`src/rtl/bsync_pkg.sv`:
```
package bsync_pkg;
  localparam int SAMPLE_HIST_W = 8;
  localparam int PHASE_W       = 8;
  localparam int PHASE_STEP    = 8;
  localparam int PHASE_WRAP    = 64;
  localparam int PHASE_NUDGE   = 1;
  localparam int PHASE_MID     = 32;

  function automatic logic vote3(input logic [2:0] s);
    return (s[0] & s[1]) | (s[0] & s[2]) | (s[1] & s[2]);
  endfunction
endpackage

```
`src/rtl/bsync_hist.sv`:
```
module bsync_hist #(
  parameter int W = 8
) (
  input  logic         clk,
  input  logic         rst,
  input  logic         en,
  input  logic         din,
  output logic [W-1:0] hist_q,
  output logic [W-1:0] hist_nx,
  output logic         trans
);
  always_comb begin
    hist_nx = {hist_q[W-2:0], din};
    trans   = hist_nx[1] ^ hist_nx[0];
  end

  always_ff @(posedge clk) begin
    if (rst)     hist_q <= '0;
    else if (en) hist_q <= hist_nx;
  end
endmodule

```
`src/rtl/bsync_phase.sv`:
```
module bsync_phase #(
  parameter int PH_W  = 8,
  parameter int STEP  = 8,
  parameter int WRAP  = 64,
  parameter int NUDGE = 1,
  parameter int MID   = 32
) (
  input  logic                   clk,
  input  logic                   rst,
  input  logic                   en,
  input  logic                   trans,
  output logic signed [PH_W-1:0] phase_q,
  output logic                   tick
);
  localparam logic signed [PH_W-1:0] STEP_S  = PH_W'(STEP);
  localparam logic signed [PH_W-1:0] WRAP_S  = PH_W'(WRAP);
  localparam logic signed [PH_W-1:0] NUDGE_S = PH_W'(NUDGE);
  localparam logic signed [PH_W-1:0] MID_S   = PH_W'(MID);

  logic signed [PH_W-1:0] adj, adv, nxt;

  always_comb begin
    adj = phase_q;
    if (trans) begin
      if (phase_q < MID_S) adj = phase_q + NUDGE_S;
      else                 adj = phase_q - NUDGE_S;
    end
    adv  = adj + STEP_S;
    tick = (adv >= WRAP_S);
    nxt  = tick ? (adv - WRAP_S) : adv;
  end

  always_ff @(posedge clk) begin
    if (rst)     phase_q <= '0;
    else if (en) phase_q <= nxt;
  end
endmodule

```
`src/rtl/bsync_decide.sv`:
```
module bsync_decide #(
  parameter int REC_W = 2
) (
  input  logic       clk,
  input  logic       rst,
  input  logic       en,
  input  logic       tick,
  input  logic [2:0] recent,
  output logic       bit_valid,
  output logic       bit_data
);
  import bsync_pkg::*;

  logic [REC_W-1:0] rec_q, rec_nx;
  logic             nrzi;

  always_comb begin
    rec_nx = {rec_q[REC_W-2:0], vote3(recent)};
    nrzi   = ~(rec_nx[1] ^ rec_nx[0]);
  end

  always_ff @(posedge clk) begin
    if (rst) begin
      rec_q     <= '0;
      bit_valid <= 1'b0;
      bit_data  <= 1'b0;
    end else begin
      bit_valid <= en & tick;
      if (en && tick) begin
        rec_q    <= rec_nx;
        bit_data <= nrzi;
      end
    end
  end
endmodule

```
`src/rtl/bit_sync_nrzi.sv`:
```
module bit_sync_nrzi #(
  parameter int HIST_W = bsync_pkg::SAMPLE_HIST_W,
  parameter int PH_W   = bsync_pkg::PHASE_W,
  parameter int STEP   = bsync_pkg::PHASE_STEP,
  parameter int WRAP   = bsync_pkg::PHASE_WRAP,
  parameter int NUDGE  = bsync_pkg::PHASE_NUDGE,
  parameter int MID    = bsync_pkg::PHASE_MID
) (
  input  logic clk,
  input  logic rst,
  input  logic smp_valid,
  input  logic smp_bit,
  output logic bit_valid,
  output logic bit_data
);
  logic [HIST_W-1:0]      hist_q, hist_nx;
  logic                   trans, tick;
  logic signed [PH_W-1:0] phase_q;

  bsync_hist #(.W(HIST_W)) u_hist (
    .clk(clk), .rst(rst), .en(smp_valid), .din(smp_bit),
    .hist_q(hist_q), .hist_nx(hist_nx), .trans(trans)
  );

  bsync_phase #(.PH_W(PH_W), .STEP(STEP), .WRAP(WRAP), .NUDGE(NUDGE), .MID(MID)) u_phase (
    .clk(clk), .rst(rst), .en(smp_valid), .trans(trans),
    .phase_q(phase_q), .tick(tick)
  );

  bsync_decide #(.REC_W(2)) u_decide (
    .clk(clk), .rst(rst), .en(smp_valid), .tick(tick),
    .recent(hist_nx[2:0]), .bit_valid(bit_valid), .bit_data(bit_data)
  );
endmodule

```
`config.mk`:
```
export PLATFORM = sky130hd
export DESIGN_NAME = bit_sync_nrzi
export DESIGN_NICKNAME = d
export VERILOG_FILES = /design/src/rtl/bsync_pkg.sv /design/src/rtl/bsync_hist.sv /design/src/rtl/bsync_phase.sv /design/src/rtl/bsync_decide.sv /design/src/rtl/bit_sync_nrzi.sv
export SDC_FILE = /design/constraint.sdc
export NUM_CORES = 1
export LEC_CHECK = 0
export ABC_CLOCK_PERIOD_IN_PS = 9600
export BUFFER_PORTS_ARGS = -buffer_cell sky130_fd_sc_hd__buf_4
export CORE_UTILIZATION = 45
export CTS_BUF_LIST = sky130_fd_sc_hd__clkbuf_8
export CTS_CLUSTER_DIAMETER = 30
export DETAILED_ROUTE_END_ITERATION = 8
export HOLD_SLACK_MARGIN = 0.02
export PLACE_DENSITY = 0.66
export SETUP_SLACK_MARGIN = 0.15
export SYNTH_ARGS = -nofsm -noshare
export SYNTH_HDL_FRONTEND = slang
export SYNTH_SLANG_ARGS = --single-unit
```
`constraint.sdc`:
```
create_clock -name clk -period 9.6 [get_ports clk]
set_clock_uncertainty 0.1 [all_clocks]
set_input_delay 0 -clock clk [delete_from_list [all_inputs] [get_ports clk]]
set_output_delay 0 -clock clk [all_outputs]
set_load 0.02 [all_outputs]
```
### After elaboration in Yosys (flattened, before gate mapping)

Cells that the tools add are included.
W data, S select, Z words.

* add/subtract/negate cells: 4
* $mul: 0
* div/mod/pow operators: 0
* $lt $le $gt $ge: 2
* equal/unequal tests: 0
* shift-type cells: 0
* multiplexer cells: 3
* bitwise gates (word level): 9
* reduce and logical (&&, ||, !) cells: 1

Operator list (number)
* $mux W8: 3
* $add A8 B2 Y8 const B: 1
* $add A8 B5 Y8 const B: 1
* $ge A8 B8 Y1 const B: 1
* $lt A8 B7 Y1 const B: 1
* $sub A8 B2 Y8 const B: 1
* $sub A8 B8 Y8 const B: 1
* $and A1 B1 Y1: 4
* $or A1 B1 Y1: 2
* $xor A1 B1 Y1: 2
* $logic_and A1 B1 Y1: 1
* $not A1 Y1: 1

* register bits: 13
* latch bits: 0
* bits in writable memories: 0
* memory bits (read-only): 0
* output and inout port bits: 2
* word-level logic and storage cells: 24
* memories kept: 0

### Logic depth before layout (Yosys ltp)

* word-level depth: 6
* gate-level depth with buffers: 19
* gate-level depth less buffers: 18

### Cells and area by module

A second synthesis with hierarchy kept.

* cells, all modules: 161
* area total of the unflattened synthesis: 1391.3 um2

By module, submodules not included
* bsync_phase: instances 1, cells an instance 113, area each 913.4 um2, seq. area each 160.2 um2
* bsync_hist: instances 1, cells an instance 35, area each 354.1 um2, seq. area each 160.2 um2
* bsync_decide: instances 1, cells an instance 13, area each 123.9 um2, seq. area each 60.1 um2

### Least setup slack after synthesis

No wires, ideal clock.

* path kind: reg2reg
* start: reg u_phase.phase_q[6]
* end: reg u_phase.phase_q[7]
* setup time: 91 ps
* arrival time: 3501 ps
* required time: 9409 ps
* setup slack: 5908 ps
* stages on the path, launching flop included: 18
* period minus slack after synthesis: 3692 ps
* cells stage by stage: dfxtp_1 -> buf_2 -> o21bai_2 -> xnor2_1 -> ha_1 -> or4_1 -> nor3_1 -> a2bb2oi_1 -> inv_1 -> ha_1 -> o21ai_0 -> a211oi_1 -> or2_2 -> ha_1 -> and3b_1 -> a41oi_2 -> nand4b_1 -> a311oi_1

* longest elaborated chain between the ends: 6
* elaborated cells between the ends (all ways): 9
* classes of those cells: 4 x add/sub; 2 x order compare; 3 x mux

Ends and longest elaborated chain
* from (decl): RTL line bsync_phase.sv:12 `output logic signed [PH_W-1:0] phase_q,`
* from (signal assigned): RTL line bsync_phase.sv:35 `else if (en) phase_q <= nxt;`
* $sub A8 B2 Y8 (tied with other cells): RTL line bsync_phase.sv:26 `else adj = phase_q - NUDGE_S;`
* $mux W8: RTL line bsync_phase.sv:25 `if (phase_q < MID_S) adj = phase_q + NUDGE_S;`
* $mux W8 (*): RTL line bsync_phase.sv:24 `if (trans) begin`
* $add A8 B5 Y8 (*): RTL line bsync_phase.sv:28 `adv = adj + STEP_S;`
* $sub A8 B8 Y8 / $ge A8 B8 Y1 (equally long branches): RTL line bsync_phase.sv:30, bsync_phase.sv:29
* $mux W8 (*): RTL line bsync_phase.sv:30 `nxt = tick ? (adv - WRAP_S) : adv;`

Mark *: on every way between the ends. The rest lies on a longest branch, timed or not.
A chain may end at the register's enable or synchronous reset.

### Worst setup path after layout

* start: in smp_bit
* end: reg u_phase.phase_q[7]

* longest elaborated chain between the ends: 5
* elaborated cells between the ends (all ways): 6
* classes of those cells: 2 x add/sub; 1 x order compare; 2 x mux; 1 x bitwise

Ends and longest elaborated chain
* from (decl): RTL line bit_sync_nrzi.sv:12 `input logic smp_bit,`
* $xor A1 B1 Y1 (*): RTL line bsync_hist.sv:14 `trans = hist_nx[1] ^ hist_nx[0];`
* $mux W8 (*): RTL line bsync_phase.sv:24
* $add A8 B5 Y8 (*): RTL line bsync_phase.sv:28
* $sub A8 B8 Y8 / $ge A8 B8 Y1 (equally long branches): RTL line bsync_phase.sv:30, bsync_phase.sv:29
* $mux W8 (*): RTL line bsync_phase.sv:30

Marks and branches as above.

==> results.md <==
* Outcome: finished, final reports clean
* Iter 0 DRT Violations at 56
* Worst path max stage delay at 0.55 ns
* Cell leakage power at between 0.4 and 0.5 nW
* Worst-skew pair later-pin latency at 0.25 ns
* # IOs at 6
* R2R cell count at 18
* Setup crit start: smp_bit
* Synth-to-layout area growth at 8.51%
* Largest area contributor in the netlist: dfxtp_1
* Num rows at 17
* Final Hold Viols at 0
* Worst vdd ir at ~0.10 mV
* Max-slew violations at 0
* Filler cells at 224
* Die width at 52.5 µm
* IO Port Bufs at 5
* Crit. End Element: flip-flop
* Number of synthesized flops with an enable pin at 0
* Fin crit period at 4.32 ns
* CP Max Fanout at 15
* Synth async-reset ratio at 0%
* Power density over cell area at 133 mW/mm²
* DP Wirelength at 1910 µm
* Wirelength per Cell at 15.5 µm
* Root buffer cell: clkbuf_8
* Syn Nets at around 150
* Top-count cell post-synth: nor2_1
* Post-CTS Setup Bufs at 0
* Area contributors post-synth: dfxtp_1, ha_1, nor2_1, o21ai_0, mux2i_1
* RSZ-0062 raised after global routing: no
* Relative slew slack at roughly 61%
* Highest-delay cell along the critical path: ha_1
* Vias in the first global route at 995
* Setup_tns at 0 ns
* Syn. warnings at 0
* CP Data Arrival Time at 4.37 ns
* Htree depth at 1
* R2R Path Start: u_phase.phase_q[7]
* Placer Congestion at 0.974
* Initial DRT Pass Iterations at 4
* Hold WC Path Type: reg2reg
* Antenna cell count at 0
* # Max-Cap Violations at 0
* Die Y at 52.5 µm
* Final setup viols at 0
* Setup Crit Path Kind: in2reg
* Vias at 1,123
* Layout cells sized above 1 at a little under an eighth
* Achievable frequency at 0.232 GHz
* Seq cells post-synth at 13
* Wirelength, routed at 2720 µm
* # nets final at 158
* Prevailing post-synth register cell: dfxtp_1
* Reg area at 260 µm²
* Antenna viol nets, final at 0
* Worst-path clk slew at around 0.060 ns
* Clock buffer depth at 2
* PnR Total Power at around 170 µW
* Cell mode on critical path: ha_1
* Startpoint Class: primary input
* Via density at 6.38
* Sequential fraction of the synthesis area at 22.7%
* CTS tree: built
* Die area at 0.00276 mm²
* First-pass GRT wire length at ~4700 µm
* Syn_area_per_cell at 7.91 µm²
* Final period utilization at between 40% and 50%
* Gr ovfl total at 0
* Initial antenna violation count at 0
* Post-CTS sizing at 0
* Largest net degree at the start of global routing at 16
* Mapped Area at 0.00115 mm²
* Initial core utilization at 49.9%
* Core area at 0.00230 mm²
* Multi-input gate area at between 700 and 800 µm²
* Worst-path cell chain: dlygate4sd3_1, buf_4, ha_1, or4b_1, mux2i_4, xor2_2, ha_1, inv_1, a21oi_1, a31o_2, nand2_1, or2_2, ha_1, and3b_1, a41oi_2, nand4b_1, a311oi_1
* Critical Path RT at 9.66 ns
* GRT Total Usage at 23.3%
* Netlist cell types at 51
* CTS Sinks at 13
* Synth Instances at 145
* Min-delay src: u_hist.hist_q[1]
* Worst Tran Pin Value at between 0.5 and 0.6 ns
* CTS Buf Count at 3
* Synth cell count leaders: nor2_1, dfxtp_1, o21ai_0
* Worst Hold Depth at 2
* DRC violations left at 0
* Area fraction of the dominant cell type after synthesis at 22.7%
[layout make-up]
cell class	count	area share (%)
multi-input combinational	114	64.0
clock inverter	1	0.302
clock buffer	3	3.32
sequential	13	20.9
timing repair buffer	9	6.23
inverter	8	2.41
tap	28	2.81
[cell families (layout without fill, tap and decap cells)]
group	count (synthesis)	count (layout)	share of synthesized area, %
AND/OR/NAND/NOR	56	56	26.5
AO/OA/AOI/OAI	41	41	26.1
buffers and inverters	18	21	7.85
flip-flops	13	13	22.7
XOR/XNOR	7	7	6.00
adder cells (fa/ha/maj)	5	5	5.45
multiplexers	5	5	5.45
[final timing paths]
path,to,slack (ns)
max reg2reg,u_phase.phase_q[7],5.33
min reg2reg,u_hist.hist_q[1],0.39
max,u_phase.phase_q[7],5.28
min,u_hist.hist_q[1],0.39
[power breakdown]
| group | leakage (nW) | internal (mW) | switching [mW] | total [mW] |
|---|---|---|---|---|
| Combinational | 0.347 | 0.0218 | 0.0266 | 0.0484 |
| Sequential | 0.106 | 0.0575 | 0.00876 | 0.0662 |
| Clock | 0.0269 | 0.0284 | 0.0224 | 0.0508 |
[flip-flops by register name (all words and copies together), names as in the netlist]
register	count
u_decide.bit_data	1
u_decide.bit_valid	1
u_decide.rec_q	1
u_hist.hist_q	2
u_phase.phase_q	8
[per-layer routing]
| layer | vias up | global-route usage [%] | share of wire, % |
|---|---|---|---|
| li1 | 547 | - | - |
| met1 | 515 | 32.3 | 47 |
| met2 | 54 | 37.1 | 46 |
| met3 | 7 | 2.61 | 6.2 |
| met4 | 0 | 7.89 | 1.4 |
| met5 | - | 0 | 0 |
[what timing repair did]
item | in CTS | in global routing
hold endpoints to repair | 13 | 0
hold buffers | 4 | 0
endpoints found under the setup margin | 0 | 0
[metrics by stage]
step / cell area, µm² / util [%] / hold slack (ns) / worst slack, ns / cells
2_1_floorplan: 1150 / - / -0.0272 / 5.91 / 145
3_3_place_gp: 1160 / 50.5 / 0.159 / 5.48 / 168
3_5_place_dp: 1160 / 50.5 / 0.182 / 5.42 / 168
4_1_cts: 1240 / 54.2 / 0.397 / 5.33 / 176
5_1_grt: 1240 / 54.2 / 0.424 / 4.97 / 176
6_report: 1240 / 54.2 / 0.394 / 5.28 / 176
[worst max-delay path, delay by kind of cell]
family | cells | cell delay [ns]
and+or+nand+nor | 5 | 1.16
xor gates and xnor gates | 1 | 0.27
muxes | 1 | 0.21
AOI/OAI and AO/OA | 4 | 0.92
buffers and inverters | 3 | 0.78
adders and majority gates | 3 | 1.01
[placed cells by master (no fill, tap or decap), types with 2 or more instances in the layout]
cell / n
nor2_1: 14
dfxtp_1: 13
o21ai_0: 10
inv_1: 9
nand2_1: 8
a21oi_1: 7
nand3_1: 6
nand4_1: 5
nor3_1: 5
or3_1: 5
ha_1: 5
buf_4: 5
mux2i_1: 4
xnor2_1: 4
dlygate4sd3_1: 4
a211oi_1: 3
clkbuf_8: 3
and3_1: 2
o22ai_1: 2
o211a_1: 2
o311ai_1: 2
xor2_1: 2
(Power assumes the default switching activity.)
